## config.mk

```make
export PLATFORM = sky130hd
export DESIGN_NAME = cfmem_dual
export DESIGN_NICKNAME = d
export VERILOG_FILES = /design/src/rtl/cfmem_dual.sv
export SDC_FILE = /design/constraint.sdc
export NUM_CORES = 1
export LEC_CHECK = 0
export ABC_CLOCK_PERIOD_IN_PS = 4150
export BUFFER_PORTS_ARGS = -buffer_cell sky130_fd_sc_hd__buf_2
export CAP_MARGIN = 10
export CORE_MARGIN = 2
export CORE_UTILIZATION = 55
export DETAILED_ROUTE_END_ITERATION = 7
export GPL_TIMING_DRIVEN = 1
export HOLD_SLACK_MARGIN = 0.05
export PLACE_DENSITY_LB_ADDON = 0.1
export SETUP_SLACK_MARGIN = 0.1
export SYNTH_ARGS = -nofsm -noshare
export SYNTH_HDL_FRONTEND = slang
export SYNTH_SLANG_ARGS = --single-unit
```

## constraint.sdc

```tcl
create_clock -name clk -period 4.15 [get_ports clk]
set_clock_uncertainty 0.15 [all_clocks]
set_input_delay 0.415 -clock clk [delete_from_list [all_inputs] [get_ports clk]]
set_output_delay 0.415 -clock clk [all_outputs]
set_load 0.03 [all_outputs]
```

## src/rtl/cfmem_dual.sv

```systemverilog
module cfmem_dual #(
  parameter int N0 = 2,
  parameter int N1 = 2,
  parameter int DW = 3,
  parameter logic [N0-1:0] POLY = 2'b11
) (
  input  logic                 clk,
  input  logic                 rst_n,
  input  logic [N0+N1-1:0]     a_addr,
  input  logic                 a_we,
  input  logic [DW-1:0]        a_wdata,
  output logic [DW-1:0]        a_rdata,
  input  logic [N0+N1-1:0]     b_addr,
  input  logic                 b_we,
  output logic [DW-1:0]        b_rdata,
  output logic [DW:0]          b_erase,
  output logic                 b_wr_err
);
  localparam int AW    = N0 + N1;
  localparam int COLS  = DW + 1;
  localparam int DEPTH = 1 << AW;

  function automatic logic [N0-1:0] gf_mul(input logic [N0-1:0] a, input logic [N0-1:0] b);
    logic [N0-1:0] acc, sh;
    acc = '0;
    sh  = a;
    for (int i = 0; i < N0; i++) begin
      if (b[i]) acc = acc ^ sh;
      sh = sh[N0-1] ? ((sh << 1) ^ POLY) : (sh << 1);
    end
    return acc;
  endfunction

  logic [N0-1:0] baseA, baseB, slopeA, slopeB;
  logic [N1-1:0] offA, offB;
  assign baseA  = a_addr[AW-1:N1];
  assign baseB  = b_addr[AW-1:N1];
  assign offA   = a_addr[N1-1:0];
  assign offB   = b_addr[N1-1:0];
  assign slopeA = N0'(offA);
  assign slopeB = N0'(offB);

  logic [COLS-1:0] wword;
  assign wword = {~^a_wdata, a_wdata};

  logic [COLS-1:0] rdA, rdB, clash;
  logic [COLS-1:0] rawA_q, rawB_q;

  for (genvar c = 0; c < COLS; c++) begin : g_col
    localparam logic [N0-1:0] YC = N0'(c);
    logic [N0-1:0]    binA, binB;
    logic [AW-1:0]    idxA, idxB;
    logic [DEPTH-1:0] col_q;

    assign binA = baseA ^ gf_mul(slopeA, YC);
    assign binB = baseB ^ gf_mul(slopeB, YC);
    assign idxA = {binA, offA};
    assign idxB = {binB, offB};
    assign clash[c] = (binA == binB) && (offA != offB);
    assign rdA[c]   = col_q[idxA];
    assign rdB[c]   = clash[c] ? 1'b0 : col_q[idxB];

    always_ff @(posedge clk) begin
      if (!rst_n) col_q <= (c == DW) ? '1 : '0;
      else if (a_we) col_q[idxA] <= wword[c];
    end
  end

  always_ff @(posedge clk) begin
    if (!rst_n) begin
      rawA_q   <= '0;
      rawB_q   <= '0;
      b_erase  <= '0;
      b_wr_err <= 1'b0;
    end else begin
      rawA_q   <= rdA;
      rawB_q   <= rdB;
      b_erase  <= clash;
      b_wr_err <= b_we;
    end
  end

  logic [COLS-1:0] fixB;
  assign fixB    = rawB_q ^ (b_erase & {COLS{~(^rawB_q)}});
  assign a_rdata = rawA_q[DW-1:0];
  assign b_rdata = fixB[DW-1:0];


  unit_overlap_chk: assert property (@(posedge clk) disable iff (!rst_n)
    $onehot0(b_erase));


  same_addr_chk: assert property (@(posedge clk) disable iff (!rst_n)
    (a_addr == b_addr) |=> (b_erase == '0 && b_rdata == a_rdata));


  b_write_flag_chk: assert property (@(posedge clk) disable iff (!rst_n)
    b_we |=> b_wr_err);


  b_write_cause_chk: assert property (@(posedge clk) disable iff (!rst_n)
    b_wr_err |-> $past(b_we));


  write_back_chk: assert property (@(posedge clk) disable iff (!rst_n)
    ($past(a_we) && !a_we && $past(a_addr) == a_addr) |=> (a_rdata == $past(a_wdata, 2)));
endmodule

```

# Word level (Yosys, flattened, before mapping)
# Cells that the tools add are included.
[totals]
regBits = 76
input_bits = 15
word_cells = 84
[op_classes]
magnitude_cmp = 12
eq_ne = 5
muxes = 28
bitwise_logic = 14
reduce_logical = 14
[ops]
columns = ["cell", "n"]
rows = [
  ["bitwise mux 16 bit", 4],
  ["less-than comparator 4 x 5 -> 1 bit, second input constant", 8],
  ["binary-select mux 1 bit (select 4 bit)", 7],
  ["demux 1 bit (select 4 bit)", 4],
  [">= comparator 4 x 1 -> 1 bit, second input constant", 4],
  ["bitwise XOR 2 bit", 8],
  ["two-way mux 1 bit", 11],
  ["== test 2 bit", 4],
  ["logical AND 1 bit", 8],
  ["OR reduction 2 bit", 4],
  ["two-way mux 2 bit", 2],
  ["NOT 2 bit", 2],
  ["parity 4 bit", 1],
  ["bitwise AND 3 bit", 1],
  ["XNOR reduction 3 bit", 1],
  ["bitwise XOR 3 bit", 1],
  ["inequality test 2 bit", 1],
  ["NOT 1 bit", 2],
]

# Logic depth before layout (Yosys ltp)
# Gate-level depths: netlist (run 1).
[depth]
word_depth = 9
mapped_depth = 9
depth_no_buf = 7

# Worst setup path after synthesis (run 1)
# No wires, ideal clock.
[synth_path]
kind = "in2reg"
start = "in a_addr[1]"
end = "reg g_col[3].col_q[5]"
setup_time_ps = 129
arrival_time_ps = 2275
path_slack_ps = 1596
cell_stages = 9
n_path_buf = 3
cell_sequence = "buf_2 buf_2 inv_1 ha_1 clkbuf_1 or3_1 a21oi_1 mux2i_1 nand2_1"
[synth_between]
elab_chain_len = 8
elab_cells_between_ends = 9
cone_classes = "order compare (2); mux (4); bitwise (2); reduce/logical (1)"
[synth_rtl]
columns = ["element", "line", "rtl"]
rows = [
  ["start: declaration", "9", "input logic [N0+N1-1:0] a_addr,"],
  ["two-way mux 2 bit", "29", "sh = sh[N0-1] ? ((sh << 1) ^ POLY) : (sh << 1);"],
  ["bitwise XOR 2 bit", "28", "if (b[i]) acc = acc ^ sh;"],
  ["bitwise XOR 2 bit", "55", "assign binA = baseA ^ gf_mul(slopeA, YC);"],
  ["less-than comparator 4 x 5 -> 1 bit / >= comparator 4 x 1 -> 1 bit (equally long branches)", "n/a", ""],
  ["logical AND 1 bit (not written as such)", "65", "else if (a_we) col_q[idxA] <= wword[c];"],
  ["two-way mux 1 bit (not written as such)", "65", ""],
  ["demux 1 bit (select 4 bit) *", "n/a", ""],
  ["bitwise mux 16 bit *", "65", ""],
  ["end signal: assignment", "64", "if (!rst_n) col_q <= (c == DW) ? '1 : '0;"],
  ["end signal: indexed assignment", "65", ""],
  ["end: declaration", "53", "logic [DEPTH-1:0] col_q;"],
]
# Every way passes the cells marked *; elsewhere a longest branch is shown, timed or not.
# A chain may end at the register's enable or synchronous reset.

# Worst setup path after layout (run 1)
[layout_path]
start = "in a_addr[0]"
end = "reg g_col[2].col_q[10]"
[layout_between]
elab_chain_len = 8
elab_cells_between_ends = 9
cone_classes = "order compare (2); mux (4); bitwise (2); reduce/logical (1)"
[layout_rtl]
columns = ["element", "line"]
rows = [
  ["NOT 2 bit (no line)", "n/a"],
  ["two-way mux 2 bit", "29"],
  ["bitwise XOR 2 bit", "55"],
  ["less-than comparator 4 x 5 -> 1 bit (not written as such) / >= comparator 4 x 1 -> 1 bit (equally long branches)", "65"],
  ["logical AND 1 bit (not written as such)", "65"],
  ["two-way mux 1 bit (not written as such)", "65"],
  ["demux 1 bit (select 4 bit) *", "65"],
  ["bitwise mux 16 bit *", "65"],
  ["end signal: assignment", "64"],
  ["end signal: indexed assignment", "65"],
  ["end: declaration", "53"],
]
# Marked as above.

==> results.json, run 1 <==
{
  "cpPeakStageDelay_ps": 540,
  "cpLargestDelayFamily": "adder cells",
  "crit_arrival_ps": 2490,
  "ctsHoldBuffers": 0,
  "clk_pin_slew_ps": 80,
  "finalWeightedCongestion": 0.8332,
  "antenna_found_initial": 0,
  "fp.dieH_um": 94.57,
  "cts-resized-gates": 0,
  "synth_top_flop_cell": "dfxtp_1",
  "drt-met1-wl_um": 4867,
  "comb_power_share_pct": 17.2,
  "synthToLayoutAreaGrowth_pct": 7.321,
  "cts_num_sinks": 76,
  "dp_slack_ps": 1367,
  "start_kind": "input pin",
  "io_buffers": 25,
  "cts_buffers": 9,
  "drv_cap": 0,
  "synth_edf_count": 0,
  "hold_violations": 0,
  "synth_seq_area_share_pct": 33.72,
  "postRouteAntennaNets": 0,
  "power_density_mw_per_mm2": 354.9,
  "power.switching_w": 0.0004877,
  "insertion_delay_ps": 360,
  "grt_max_degree": 77,
  "syn_nets": 502,
  "critPathCaptureType": "flip-flop",
  "hold_class": "in -> reg",
  "yosys_warnings": 0,
  "final_cell_count_no_fill": 594,
  "grt_usage_pct": 25.17,
  "highest_layer": "met4",
  "p_clk_share_pct": 38.5,
  "leakagePower_nw": 1.719,
  "cts_tree": "done",
  "first_global_vias": 3383,
  "num_vias": 3414,
  "syn_area_mm2": 0.004512,
  "n_fill_cell": 756,
  "slew_violations": 0,
  "setup_viol_count_final": 0,
  "p_sw_share_pct": 28.38,
  "status": "finished clean",
  "seq_power_share_pct": 44.3,
  "h-tree-depth": 3,
  "ys_ff_latch": 76,
  "cp_cell_sequence": "buf_2, buf_4, inv_1, ha_1, xor2_1, nand2_1, nor2_1, mux2i_1, nor2b_1",
  "synth_cell_type_count": 49,
  "fin_hold_ws_ps": 118.7,
  "dr_wl_met3_um": 523,
  "start_util_pct": 55.75,
  "vdd_drop_max_mv": 0.2266,
  "nNetsFinal": 503,
  "required_ps": 4250,
  "wire_per_inst_um": 17.33,
  "max_freq_ghz": 0.4182,
  "dp.cells": 577,
  "grt-ovfl-total": 0,
  "clockRootBuffer": "clkbuf_8",
  "grt_pass1_wl_um": 17310,
  "relSlewSlack_pct": 24.41,
  "ys_async_sr_fraction_pct": 0,
  "drtIter0Drc": 176,
  "intPower_w": 0.001231,
  "timing.final.crit_share_pct": 57.62,
  "drc": 0,
  "rows": 33,
  "dp_hpwl_um": 6672,
  "syn_inst": 483,
  "io_pins": 26,
  "crit_buf_inv": 3,
  "wl_um": 10290,
  "worst_slack_ps": 1759,
  "post_cts_buffers": 0,
  "clk_path_buf_depth": 2,
  "dr_wl_met2_um": 4768,
  "n_antenna_cell": 0,
  "dr.pass1.iters": 4,
  "via_per_inst": 5.747,
  "drive_gt1_share_pct": 14.31,
  "fin_tns_setup_ps": 0,
  "die-area_mm2": 0.008943,
  "core-area_mm2": 0.008093,
  "critical_path.slowest_cell": "ha_1",
  "fin_crit_ps": 2391,
  "critical_path_class": "in -> reg",
  "avgSynthCellArea_um2": 9.341,
  "final_util_pct": 59.83,
  "worstPathMaxFanout": 19,
  "rsz0062_at_grt": "no",
  "tightestPinTransition_ps": 1134,
  "fp.dieW_um": 94.57
}
-- final cells by class --
type                    count  area [µm²]  share of cell area, %
flip-flops and latches     76        1521                  31.42
well taps                 105       131.4                  2.713
repair buffers             29       155.1                  3.204
clock inverters             5       83.83                  1.731
inverters                   5       18.77                 0.3876
clock buffers              11       151.4                  3.127
multi-input cells         363        2780                  57.42
-- cell families (layout without fill, tap and decap cells) --
kind of cell | count (synthesis) | count (layout) | synth area share, %
buffers and inverters | 44 | 50 | 4.659
flip-flops | 76 | 76 | 33.72
adder cells (fa/ha/maj) | 4 | 4 | 1.109
multiplexers | 85 | 85 | 26.04
AO/OA/AOI/OAI | 67 | 67 | 9.346
AND/OR/NAND/NOR | 177 | 177 | 18.80
XOR/XNOR | 30 | 30 | 6.323
-- cells in the mapped netlist, types with 7 or more instances --
cell	instances	area share, %
buf_2	9	1.0
o21ai_0	13	1.4
xnor2_1	17	3.3
mux4_2	19	9.5
a21boi_0	8	1.3
nand2_1	52	4.3
xor2_1	10	1.9
nand3_1	14	1.6
mux2i_1	57	13
nor2_1	44	3.7
dfxtp_1	76	34
clkbuf_1	24	2.0
a21oi_1	25	2.8
nor2b_1	41	5.7
nor3_1	7	0.78
-- path summary, 6_finish.rpt --
check                                  startpoint                               to  slack (ps)  depth (start not counted)
setup / recovery                        a_addr[0]  g_col[2].col_q[10]$_SDFFE_PN0P_        1760                          9
setup reg to reg  g_col[1].col_q[15]$_SDFFE_PN0P_             rawA_q[1]$_SDFF_PN0_        2430                          3
hold reg to reg    g_col[3].col_q[9]$_SDFFE_PN1P_   g_col[3].col_q[9]$_SDFFE_PN1P_         320                          2
hold / removal                               b_we              b_wr_err$_SDFF_PN0_         120                          2
-- metal layers --
| layer | up-vias | global-route usage [%] |
|---|---|---|
| met5 | - | 0 |
| met2 | 83 | 40.12 |
| li1 | 1685 | - |
| met3 | 11 | 3.352 |
| met1 | 1635 | 35.27 |
| met4 | 0 | 8.816 |
-- metrics by stage --
step / instance area (µm²) / power [W]
4_1_cts: 4835 / 0.001730
2_1_floorplan: 4512 / 0.001008
6_report: 4842 / 0.001718
3_3_place_gp: 4599 / 0.001065
5_1_grt: 4842 / 0.001791
3_5_place_dp: 4599 / 0.001070
-- cell usage in the layout, fill, tap and decap left out, types with 2 or more instances in the layout --
| cell type | Yosys | layout |
|---|---|---|
| nor2_1 | 44 | 44 |
| a21oi_1 | 25 | 25 |
| xnor2_2 | 2 | 2 |
| buf_2 | 9 | 25 |
| nand3_1 | 14 | 14 |
| a21boi_1 | 4 | 4 |
| or3_1 | 5 | 5 |
| inv_1 | 5 | 5 |
| mux4_2 | 19 | 19 |
| nor3_1 | 7 | 7 |
| o21ai_0 | 13 | 13 |
| bufinv_16 | 0 | 2 |
| clkinvlp_4 | 0 | 2 |
| xnor2_1 | 17 | 17 |
| a21boi_0 | 8 | 8 |
| nor4b_1 | 2 | 2 |
| nand2_1 | 52 | 52 |
| ha_1 | 4 | 4 |
| nand3b_1 | 2 | 2 |
| dfxtp_1 | 76 | 76 |
| nor2b_1 | 41 | 41 |
| nand2b_1 | 2 | 2 |
| a221oi_1 | 2 | 2 |
| mux2i_1 | 57 | 57 |
| a211o_1 | 2 | 2 |
| clkbuf_8 | 0 | 11 |
| and2_1 | 5 | 5 |
| xor2_1 | 10 | 10 |
| mux4_1 | 5 | 5 |
| mux2_2 | 3 | 3 |
| buf_4 | 0 | 4 |
-- worst register-to-register path: stages, from the launching register on --
cell     delay, ps
dfxtp_1        340
mux4_2         480
mux4_2         490
and2_1         170
-- registers in the layout, indices dropped and copies added (netlist names) --
register	count
rawB_q	4
b_erase	4
rawA_q	3
b_wr_err	1
g_col.col_q	64
-- power by group through the flow --
stage | Sequential, W | Clock, W | Combinational (W)
2_1_floorplan | 0.000787 | 0 | 0.000221
3_5_place_dp | 0.000778 | 0 | 0.000292
6_report | 0.000761 | 0.000662 | 0.000295
3_3_place_gp | 0.000778 | 0 | 0.000287
5_1_grt | 0.000763 | 0.000703 | 0.000325
4_1_cts | 0.000761 | 0.000676 | 0.000293
Note: power is estimated with default switching activity, not from simulation.
==> run 2, diff against run 1 <==
--- a/config.mk
+++ b/config.mk
@@ -5,7 +5,7 @@
 export SDC_FILE = /design/constraint.sdc
 export NUM_CORES = 1
 export LEC_CHECK = 0
-export ABC_CLOCK_PERIOD_IN_PS = 4150
+export ABC_CLOCK_PERIOD_IN_PS = 2300
 export BUFFER_PORTS_ARGS = -buffer_cell sky130_fd_sc_hd__buf_2
 export CAP_MARGIN = 10
 export CORE_MARGIN = 2
==> constraint.sdc (replaced) <==
create_clock -name clk -period 2.3 [get_ports clk]
set_clock_uncertainty 0.15 [all_clocks]
set_input_delay 0.23 -clock clk [delete_from_list [all_inputs] [get_ports clk]]
set_output_delay 0.23 -clock clk [all_outputs]
set_load 0.03 [all_outputs]
==> results.json, run 2 (synthesis results as in run 1) <==
{
  "largest_register_ff_count": 64,
  "grt_pass1_wl_um": 17430,
  "relSlewSlack_pct": 68.68,
  "fp.dieH_um": 94.57,
  "timing.final.crit_share_pct": 79.48,
  "io_pins": 26,
  "leakagePower_nw": 1.827,
  "hold_violations": 0,
  "dr.pass1.iters": 4,
  "h-tree-depth": 3,
  "required_ps": 2410,
  "insertion_delay_ps": 360,
  "core-area_mm2": 0.008093,
  "clk_path_buf_depth": 2,
  "worstPathMaxFanout": 12,
  "nNetsFinal": 521,
  "regMostFlops": "g_col.col_q",
  "start_util_pct": 55.75,
  "cts_tree": "done",
  "finalWeightedCongestion": 0.8752,
  "final_common_cell": "dfxtp_1",
  "slew_violations": 0,
  "rsz0062_at_grt": "no",
  "clockRootBuffer": "clkbuf_8",
  "setup_viol_count_final": 0,
  "postRouteAntennaNets": 0,
  "fin_tns_setup_ps": 0,
  "vdd_drop_max_mv": 0.3099,
  "cts_buffers": 9,
  "num_vias": 3525,
  "fp.dieW_um": 94.57,
  "cts_num_sinks": 76,
  "post_cts_buffers": 0,
  "power_density_mw_per_mm2": 632.2,
  "drc": 0,
  "grt-ovfl-total": 0,
  "max_freq_ghz": 0.5470,
  "first_global_vias": 3337,
  "layout_common_cells": "dfxtp_1 (76), mux2i_1 (57), nand2_1 (52), nor2_1 (44), nor2b_1 (41)",
  "wire_per_inst_um": 17.51,
  "synthToLayoutAreaGrowth_pct": 11.81,
  "critical_path_class": "in -> reg",
  "via_per_inst": 5.760,
  "grt_usage_pct": 25.60,
  "wl_um": 10720,
  "hold_class": "in -> reg",
  "io_buffers": 25,
  "n_antenna_cell": 0,
  "drv_cap": 0,
  "dp.cells": 594,
  "fin_crit_ps": 1828,
  "critPathCaptureType": "flip-flop",
  "grt_max_degree": 28,
  "start_kind": "input pin",
  "tightestPinTransition_ps": 458.0,
  "drtIter0Drc": 140,
  "top_regs": "g_col.col_q: 64 flops, b_erase: 4 flops, rawB_q: 4 flops",
  "crit_arrival_ps": 1940,
  "clk_pin_slew_ps": 90,
  "rows": 33,
  "status": "finished clean",
  "final_cell_count_no_fill": 612,
  "drive_gt1_share_pct": 18.54,
  "die-area_mm2": 0.008943,
  "dp_hpwl_um": 7334,
  "antenna_found_initial": 0
}
run 2: cell types whose count changed in the layout (fill, tap and decap cells not counted), sizes merged:
cell	previous run	this run
buf	29	46
clkinvlp	2	0
clkinv	1	3
clkbuf	11	10
dlygate4sd3	0	1
bufinv	2	3
run 2: cell type report:
class | count | area (µm²)
clock buffer | 10 | 127.6
clock inverter | 6 | 112.6
fill | 715 | 3048
inverter | 5 | 18.77
multi-input combinational | 363 | 2815
sequential | 76 | 1521
tap | 105 | 131.4
timing repair buffer | 47 | 317.8
run 2: metal layers:
layer	routed length [µm]	track usage, %
met2	5054	40.18
met3	556	5.507
met5	0	0
met1	4978	35.08
met4	127	8.937
run 2: stage by stage:
step           hold slack [ps]  setup WS, ps  total power, W  area [µm²]  util (%)
5_1_grt                  171.0         324.9        0.003317        5045     62.34
6_report                 165.4         472.0        0.003189        5045     62.34
3_5_place_dp             296.4         126.2        0.001968        4787     59.15
4_1_cts                  156.1         455.1        0.003205        5037     62.24
2_1_floorplan            207.3         114.7        0.001830        4559         -
3_3_place_gp             289.4         189.1        0.001959        4787     59.15
run 2: final timing paths:
kind / slack, ps / from / to / cells past startpoint
worst max-delay path: 470 / a_addr[0] / g_col[2].col_q[12]$_SDFFE_PN0P_ / 8
worst min-delay path: 170 / rst_n / rawB_q[2]$_SDFF_PP0_ / 3
worst max register to register: 580 / g_col[0].col_q[13]$_SDFFE_PN0P_ / rawB_q[0]$_SDFF_PP0_ / 3
worst min register to register: 330 / g_col[3].col_q[6]$_SDFFE_PN1P_ / g_col[3].col_q[6]$_SDFFE_PN1P_ / 2
run 2: repair_timing:
| item | in CTS | in global routing |
|---|---|---|
| hold buffers | 1 | 0 |
| resized for setup | 0 | 0 |
| hold endpoints to repair | 1 | 0 |
run 2: power by group:
group	switching [W]	internal [W]
logic	0.000347	0.000225
clock network	0.000521	0.000723
registers	0.0000225	0.00135
run 2: critical path: stages:
cell,delay [ps]
buf_2,90
inv_1,50
ha_1,560
xor2_1,390
nand2_1,190
nor2_1,170
mux2i_1,200
nor2b_1,60
